### src/rtl/lsu_align_pkg.sv
`timescale 1ns/1ps
package lsu_align_pkg;

  typedef enum logic [1:0] {
    ACC_BYTE = 2'd0,
    ACC_HALF = 2'd1,
    ACC_WORD = 2'd2,
    ACC_RSVD = 2'd3
  } acc_size_e;

endpackage

### src/rtl/lsu_req_decode.sv
`timescale 1ns/1ps
module lsu_req_decode
  import lsu_align_pkg::*;
#(
  parameter int ADDR_W = 32,
  parameter int DATA_W = 32
) (
  input  logic              valid_i,
  input  logic              write_i,
  input  logic [ADDR_W-1:0] addr_i,
  input  acc_size_e         size_i,
  output logic              ok_o,
  output logic              en_o,
  output logic              we_o,
  output logic [DATA_W/8-1:0] be_o,
  output logic [ADDR_W-1:0] maddr_o
);
  localparam int LANES = DATA_W / 8;
  localparam int OFS_W = $clog2(LANES);

  logic [OFS_W-1:0] ofs;
  logic [LANES-1:0] mask;
  logic             fits;

  assign ofs = addr_i[OFS_W-1:0];

  always_comb begin
    fits = 1'b0;
    mask = '0;
    case (size_i)
      ACC_BYTE: begin
        fits = 1'b1;
        mask = LANES'(1) << ofs;
      end
      ACC_HALF: begin
        fits = ~ofs[0];
        mask = LANES'(3) << ofs;
      end
      ACC_WORD: begin
        fits = (ofs == '0);
        mask = '1;
      end
      default: begin
        fits = 1'b0;
        mask = '0;
      end
    endcase
  end

  assign ok_o    = fits;
  assign en_o    = valid_i & fits;
  assign we_o    = valid_i & fits & write_i;
  assign be_o    = (valid_i & fits & write_i) ? mask : '0;
  assign maddr_o = {addr_i[ADDR_W-1:OFS_W], {OFS_W{1'b0}}};

endmodule

### src/rtl/lsu_store_steer.sv
`timescale 1ns/1ps
module lsu_store_steer
  import lsu_align_pkg::*;
#(
  parameter int DATA_W = 32
) (
  input  logic              big_endian_i,
  input  acc_size_e         size_i,
  input  logic [DATA_W-1:0] wdata_i,
  output logic [DATA_W-1:0] lanes_o
);
  localparam int LANES = DATA_W / 8;

  for (genvar k = 0; k < LANES; k++) begin : g_lane
    localparam int PAIR = k % 2;
    logic [7:0] lane_byte;
    always_comb begin
      case (size_i)
        ACC_BYTE: lane_byte = wdata_i[7:0];
        ACC_HALF: lane_byte = big_endian_i ? wdata_i[8*(1-PAIR) +: 8]
                                           : wdata_i[8*PAIR +: 8];
        default:  lane_byte = big_endian_i ? wdata_i[8*(LANES-1-k) +: 8]
                                           : wdata_i[8*k +: 8];
      endcase
    end
    assign lanes_o[8*k +: 8] = lane_byte;
  end

endmodule

### src/rtl/lsu_load_extract.sv
`timescale 1ns/1ps
module lsu_load_extract
  import lsu_align_pkg::*;
#(
  parameter int DATA_W = 32
) (
  input  logic                        big_endian_i,
  input  acc_size_e                   size_i,
  input  logic                        signed_i,
  input  logic [$clog2(DATA_W/8)-1:0] ofs_i,
  input  logic [DATA_W-1:0]           rdata_i,
  output logic [DATA_W-1:0]           data_o
);
  localparam int LANES = DATA_W / 8;
  localparam int OFS_W = $clog2(LANES);

  logic [DATA_W-1:0] reversed;
  logic [OFS_W+2:0]  lo_pos;
  logic [OFS_W+2:0]  hi_pos;
  logic [7:0]        lo_byte;
  logic [7:0]        hi_byte;
  logic [15:0]       half;

  for (genvar k = 0; k < LANES; k++) begin : g_rev
    assign reversed[8*k +: 8] = rdata_i[8*(LANES-1-k) +: 8];
  end

  assign lo_pos  = {ofs_i, 3'b000};
  assign hi_pos  = {ofs_i | OFS_W'(1), 3'b000};
  assign lo_byte = rdata_i[lo_pos +: 8];
  assign hi_byte = rdata_i[hi_pos +: 8];
  assign half    = big_endian_i ? {lo_byte, hi_byte} : {hi_byte, lo_byte};

  always_comb begin
    case (size_i)
      ACC_BYTE: data_o = {{(DATA_W-8){signed_i & lo_byte[7]}}, lo_byte};
      ACC_HALF: data_o = {{(DATA_W-16){signed_i & half[15]}}, half};
      default:  data_o = big_endian_i ? reversed : rdata_i;
    endcase
  end

endmodule

### src/rtl/lsu_align.sv
`timescale 1ns/1ps
module lsu_align
  import lsu_align_pkg::*;
#(
  parameter int ADDR_W = 32,
  parameter int DATA_W = 32
) (
  input  logic              clk,
  input  logic              rst,
  input  logic              big_endian_i,
  input  logic              req_valid_i,
  input  logic              req_write_i,
  input  logic [ADDR_W-1:0] req_addr_i,
  input  logic [1:0]        req_size_i,
  input  logic              req_signed_i,
  input  logic [DATA_W-1:0] req_wdata_i,
  output logic              mem_en_o,
  output logic              mem_we_o,
  output logic [ADDR_W-1:0] mem_addr_o,
  output logic [DATA_W/8-1:0] mem_be_o,
  output logic [DATA_W-1:0] mem_wdata_o,
  input  logic [DATA_W-1:0] mem_rdata_i,
  output logic              misalign_o,
  output logic              rsp_valid_o,
  output logic [DATA_W-1:0] rsp_data_o
);
  localparam int LANES = DATA_W / 8;
  localparam int OFS_W = $clog2(LANES);

  acc_size_e        req_size;
  logic             req_ok;
  logic             load_go;

  logic             mode_q;
  logic             pend_q;
  logic             misalign_q;
  acc_size_e        psize_q;
  logic             psigned_q;
  logic [OFS_W-1:0] pofs_q;

  assign req_size = acc_size_e'(req_size_i);

  lsu_req_decode #(.ADDR_W(ADDR_W), .DATA_W(DATA_W)) u_decode (
    .valid_i (req_valid_i),
    .write_i (req_write_i),
    .addr_i  (req_addr_i),
    .size_i  (req_size),
    .ok_o    (req_ok),
    .en_o    (mem_en_o),
    .we_o    (mem_we_o),
    .be_o    (mem_be_o),
    .maddr_o (mem_addr_o)
  );

  lsu_store_steer #(.DATA_W(DATA_W)) u_steer (
    .big_endian_i (mode_q),
    .size_i       (req_size),
    .wdata_i      (req_wdata_i),
    .lanes_o      (mem_wdata_o)
  );

  assign load_go = req_valid_i & req_ok & ~req_write_i;

  always_ff @(posedge clk) begin
    if (rst) begin
      mode_q     <= 1'b0;
      pend_q     <= 1'b0;
      misalign_q <= 1'b0;
      psize_q    <= ACC_BYTE;
      psigned_q  <= 1'b0;
      pofs_q     <= '0;
    end else begin
      pend_q     <= load_go;
      misalign_q <= req_valid_i & ~req_ok;
      if (load_go) begin
        psize_q   <= req_size;
        psigned_q <= req_signed_i;
        pofs_q    <= req_addr_i[OFS_W-1:0];
      end
      if (!req_valid_i && !pend_q) begin
        mode_q <= big_endian_i;
      end
    end
  end

  lsu_load_extract #(.DATA_W(DATA_W)) u_extract (
    .big_endian_i (mode_q),
    .size_i       (psize_q),
    .signed_i     (psigned_q),
    .ofs_i        (pofs_q),
    .rdata_i      (mem_rdata_i),
    .data_o       (rsp_data_o)
  );

  assign rsp_valid_o = pend_q;
  assign misalign_o  = misalign_q;

endmodule

### config.mk
export PLATFORM = sky130hd
export DESIGN_NAME = lsu_align
export DESIGN_NICKNAME = d
export VERILOG_FILES = /design/src/rtl/lsu_align_pkg.sv /design/src/rtl/lsu_req_decode.sv /design/src/rtl/lsu_store_steer.sv /design/src/rtl/lsu_load_extract.sv /design/src/rtl/lsu_align.sv
export SDC_FILE = /design/constraint.sdc
export NUM_CORES = 1
export LEC_CHECK = 0
export ABC_AREA = 1
export ABC_CLOCK_PERIOD_IN_PS = 1700
export CAP_MARGIN = 20
export CORE_MARGIN = 8
export CORE_UTILIZATION = 42
export DETAILED_ROUTE_END_ITERATION = 16
export DONT_BUFFER_PORTS = 1
export PLACE_DENSITY = 0.63
export SLEW_MARGIN = 10
export SYNTH_ARGS = -nofsm -noshare
export SYNTH_HDL_FRONTEND = slang
export SYNTH_SLANG_ARGS = --single-unit
### constraint.sdc
create_clock -name clk -period 1.7 [get_ports clk]
set_input_delay 0 -clock clk [delete_from_list [all_inputs] [get_ports clk]]
set_output_delay 0 -clock clk [all_outputs]
set_load 0.01 [all_outputs]
==> impl_metrics.yaml, run 1 <==
run_status:
  status: "finished, final reports clean"
worst_setup_path:
  reg2reg_from: "mode_q"
  end_kind: "flip-flop"
  crit_type: "reg -> reg"
  required_ps: 1810
  start_kind: "flip-flop"
  critPathArrivalTime_ps: 1650
  crit_start: "mode_q"
  crit_fanout: 33
power:
  power_mw: 1.10
  p_leak_nw: 1.46
  vdd_drop_max_mv: 0.273
  power_density_nw_per_um2: 417
global_routing:
  grtUsageMet1: 0.214
  grt-ovfl-total: 0
  grt_usage: 0.184
  use_met2: 0.310
  grt_max_degree: 53
  grt_pass1_wl_um: 14100
  top_usage_layer: "met2"
  grtUsageMet3: 0.0585
  antenna_found_initial: 0
  grt_pass1_vias: 3035
drt:
  avgRoutedWirePerCell_um: 15.8
  num_vias: 3224
  vias_per_cell: 5.64
  drtPass1Iterations: 5
  drc: 0
  drt.antenna.violating_nets: 0
  first_iter_violations: 149
  routed_wl_um: 9060
synth:
  syn-mean-instance-area_um2: 4.99
  synth_cells: 535
  synth_most_common_cell: "nand2_1"
  ys_types: 25
  async_reset_ff_frac: 0
  synth_top_area_frac: 0.187
  ys_ff_latch: 8
  synth_warnings: 0
  ys_seq_area_frac: 0.0600
  syn_area_um2: 2670
  synth_top_area_cell: "o21ai_0"
  yosys-top-cells-count: "nand2_1 (128), o21ai_0 (100), inv_1 (74)"
  synth-edff-count: 0
  yosys-top-cells-area: "o21ai_0 (19%), nand2_1 (18%), a21oi_1 (11%)"
  ys.flop_type: "dfxtp_1"
placement:
  gp_congestion: 0.902
  place_ws_ps: 314
  dp.cells: 561
  io_buffers: 0
  place_area_um2: 2490
  dpl.hpwl_um: 7110
timing:
  rsz0062_at_grt: "false"
  fmax_mhz: 647
  worstMarginPinSlew_ps: 603
  timing.final.ws_setup_ps: 154
  drv_slew: 0
  timing_hold_violations_final: 0
  finalSetupTns_ps: 0
  fin_crit_ps: 1550
  slew_headroom: 0.597
  finClkSkew_ps: 0.0926
  fin_crit_sh: 0.910
  setup-violations-final: 0
  fin_hold_ws_ps: 0.00392
worst_hold_path:
  hp-class: "in -> out"
  hp-start: "req_addr_i[3]"
cells_and_area:
  final_cells: 572
  final_area_um2: 2640
  drive_gt1_frac: 0.0747
  final_nets: 601
  areaGrowthSynthToFinish_pct: -1.22
  utilization: 0.423
  antennaDiodeCount: 0
  nFillCells: 702
die:
  die_w_um: 95.8
  die_y_um: 95.8
  rows: 29
  ios: 208
  initial_utilization: 0.428
  core_um2: 6240
  die_area_um2: 9170
clocking:
  numClockSinks: 8
  worst_skew_pair.late_latency_ps: 220
  cts_tree: "built"
  path_clk_slew_ps: 40
  numCtsBuffers: 3
  cts_buffer_depth: 2
  htree_levels: 1
  root_buffer: "clkbuf_8"
job:
  maxCapViolations: 0
==> per-layer routing <==
metal  vias to the layer above  share of wire
li1                       1619              -
met5                         -              0
met4                         0          0.025
met3                        21           0.14
met1                      1412           0.37
met2                       172           0.47
==> where the power goes <==
part	switching, mW	internal [mW]
clock network	0.0694	0.153
logic	0.455	0.209
registers	0.0141	0.199
total	0.539	0.561
==> sequential cells by signal, indices dropped and copies added (netlist names) <==
signal and cells:
pofs_q 2, psize_q 2, misalign_o 1, mode_q 1, psigned_q 1, rsp_valid_o 1
==> layout make-up <==
class,count,area (µm²),area share
multi-input combinational,389,1860,0.706
inverter,76,285,0.108
timing repair buffer,19,189,0.0716
sequential,8,163,0.0616
tap,77,96.3,0.0365
clock buffer,3,41.3,0.0156
==> path summary, 6_finish.rpt <==
path	depth (start not counted)	end	slack (ps)
hold / removal	0	mem_addr_o[3]	0.004
setup reg to reg	6	mode_q	150
setup / recovery	6	mode_q	150
hold reg to reg	2	psize_q[0]	540
==> critical path, cell delays in order (launching register included) <==
cell,delay [ps]
dfxtp_2,350
inv_2,80
buf_6,220
nor2_1,80
a21oi_1,110
nor2_1,50
dlygate4sd3_1,540
==> cells in the final DEF (no fill, tap or decap), drive strengths merged <==
cell | netlist | layout
dlygate4sd3 | 0 | 7
nor2 | 41 | 41
o21ai | 104 | 104
nand3 | 23 | 23
nand2 | 133 | 133
clkbuf | 12 | 3
o211ai | 7 | 7
o21a | 17 | 17
a21oi | 59 | 59
inv | 76 | 76
or2 | 1 | 1
dfxtp | 8 | 8
buf | 51 | 12
nand4 | 2 | 2
conb | 1 | 2
==> cells by family (layout without fill, tap and decap cells) <==
kind of cell           Yosys count  after routing  synth area share
AOI/OAI and AO/OA              187            187             0.373
and+or+nand+nor                200            200             0.311
DFF                              8              8            0.0600
other                            1              2           0.00140
buffers and inverters          139             98             0.254
==> timing repair <==
| action | CTS | global route |
|---|---|---|
| hold buffers | 7 | 0 |
| gates resized for setup | 0 | 10 |
| buffers inserted | 0 | 1 |
| endpoints found under the hold margin | 8 | 0 |
| endpoints found under the setup margin | 0 | 29 |
(Power assumes the default switching activity.)
==> inputs of run 2 (changes only) <==
--- a/config.mk
+++ b/config.mk
@@ -8,6 +8,7 @@
 export ABC_AREA = 1
 export ABC_CLOCK_PERIOD_IN_PS = 1700
 export CAP_MARGIN = 20
+export CORE_ASPECT_RATIO = 1.25
 export CORE_MARGIN = 8
 export CORE_UTILIZATION = 42
 export DETAILED_ROUTE_END_ITERATION = 16
==> impl_metrics.yaml, run 2 (synthesized netlist as in run 1, its figures left out) <==
clocking:
  numClockSinks: 8
  post_cts_buffers: 0
  cts_tree: "built"
  htree_levels: 1
  cts_buffer_depth: 2
  worst_skew_pair.late_latency_ps: 230
  numCtsBuffers: 3
  path_clk_slew_ps: 40
  root_buffer: "clkbuf_8"
drt:
  avgRoutedWirePerCell_um: 15.5
  routed_wl_um: 8960
  first_iter_violations: 122
  vias_per_cell: 5.60
  num_vias: 3234
  drt.antenna.violating_nets: 0
  drc: 0
  drtPass1Iterations: 4
timing:
  finClkSkew_ps: 1.68
  setup-violations-final: 0
  fin_crit_ps: 1560
  timing_hold_violations_final: 0
  rsz0062_at_grt: "false"
  finalSetupTns_ps: 0
  slew_headroom: 0.587
  fin_crit_sh: 0.920
  worstMarginPinSlew_ps: 618
  drv_slew: 0
  fmax_mhz: 640
power:
  pwr-share-comb: 0.603
  p_seq_frac: 0.193
  power_density_nw_per_um2: 420
  power_mw: 1.09
  p_clk_frac: 0.204
  vdd_drop_max_mv: 0.198
  switching_power_mw: 0.539
  p_leak_nw: 1.46
  sw_frac_of_total: 0.493
  intPower_mw: 0.554
cells_and_area:
  top_regs: "pofs_q (2), psize_q (2)"
  antennaDiodeCount: 0
  drive_gt1_frac: 0.0589
  final_nets: 598
  areaGrowthSynthToFinish_pct: -2.48
  layout_commonest_cell: "nand2_1"
  nFillCells: 720
  layout_common_cells: "nand2_1 (128), o21ai_0 (100), inv_1 (73), a21oi_1 (59), nor2_1 (39)"
global_routing:
  grt_max_degree: 85
  grt_usage: 0.182
  grt_pass1_wl_um: 14200
  grt_pass1_vias: 3041
  grt-ovfl-total: 0
  antenna_found_initial: 0
die:
  rows: 32
  die_y_um: 105
  die_area_um2: 9180
  die_w_um: 87.3
  initial_utilization: 0.433
  ios: 208
  core_um2: 6170
worst_setup_path:
  required_ps: 1700
  crit_fanout: 84
  critPathArrivalTime_ps: 1560
  start_kind: "flip-flop"
  end_kind: "output pin"
  crit_type: "reg -> out"
placement:
  io_buffers: 0
  gp_congestion: 0.839
  dpl.hpwl_um: 6940
worst_hold_path:
  hp-class: "in -> out"
run_status:
  status: "finished, final reports clean"
job:
  maxCapViolations: 0
run 2: area by class of cell:
type	count	area (µm²)	share of cell area
sequential	8	164	0.0629
inverter	76	288	0.110
multi-input combinational	389	1840	0.705
clock buffer	3	41.3	0.0159
timing repair buffer	16	170	0.0653
tap	85	106	0.0408
run 2: worst paths after layout:
check                              startpoint               to  slack [ps]  cells after the start
worst max-delay path                   mode_q  mem_wdata_o[26]         140                      4
worst max register to register         mode_q           mode_q         600                      5
worst min-delay path            req_addr_i[7]    mem_addr_o[7]       0.004                      0
worst min register to register     psize_q[1]       psize_q[1]         500                      2
run 2: per-stage QoR:
stage	setup WS [ps]	instances	util	hold WS, ps	instance area, µm²
after floorplan	509	536	-	71.6	2680
after global placement	353	567	0.402	0.0686	2480
after detailed placement	318	567	0.402	0.0686	2480
after CTS	70.1	577	0.420	0.0686	2590
after global routing	6.03	577	0.422	0.0151	2610
final	137	577	0.422	0.00392	2610
run 2: worst max-delay path, cell delays in order, from the launching register on:
cell     delay [ps]
dfxtp_2         370
buf_12          290
nand2_1         120
o21a_1          120
o21ai_0         390
run 2: repair_timing:
action / CTS / global route
hold endpoints to repair: 8 / 0
endpoints found under the setup margin: 0 / 32
hold buffers: 7 / 0
resized for setup: 0 / 6
run 2: layer usage:
layer | wire, µm | up-vias | track usage
met5 | 0 | - | 0
met4 | 100 | 0 | 0.0432
met3 | 1140 | 14 | 0.0658
met2 | 4430 | 174 | 0.320
met1 | 3300 | 1433 | 0.198
li1 | - | 1613 | -
run 2: power groups by stage:
stage / combinational (mW) / clock, mW / sequential [mW]
floorplan: 0.603 / 0 / 0.209
global placement: 0.633 / 0 / 0.212
detailed placement: 0.645 / 0 / 0.213
CTS: 0.661 / 0.229 / 0.210
global route: 0.745 / 0.236 / 0.213
finish: 0.660 / 0.223 / 0.211
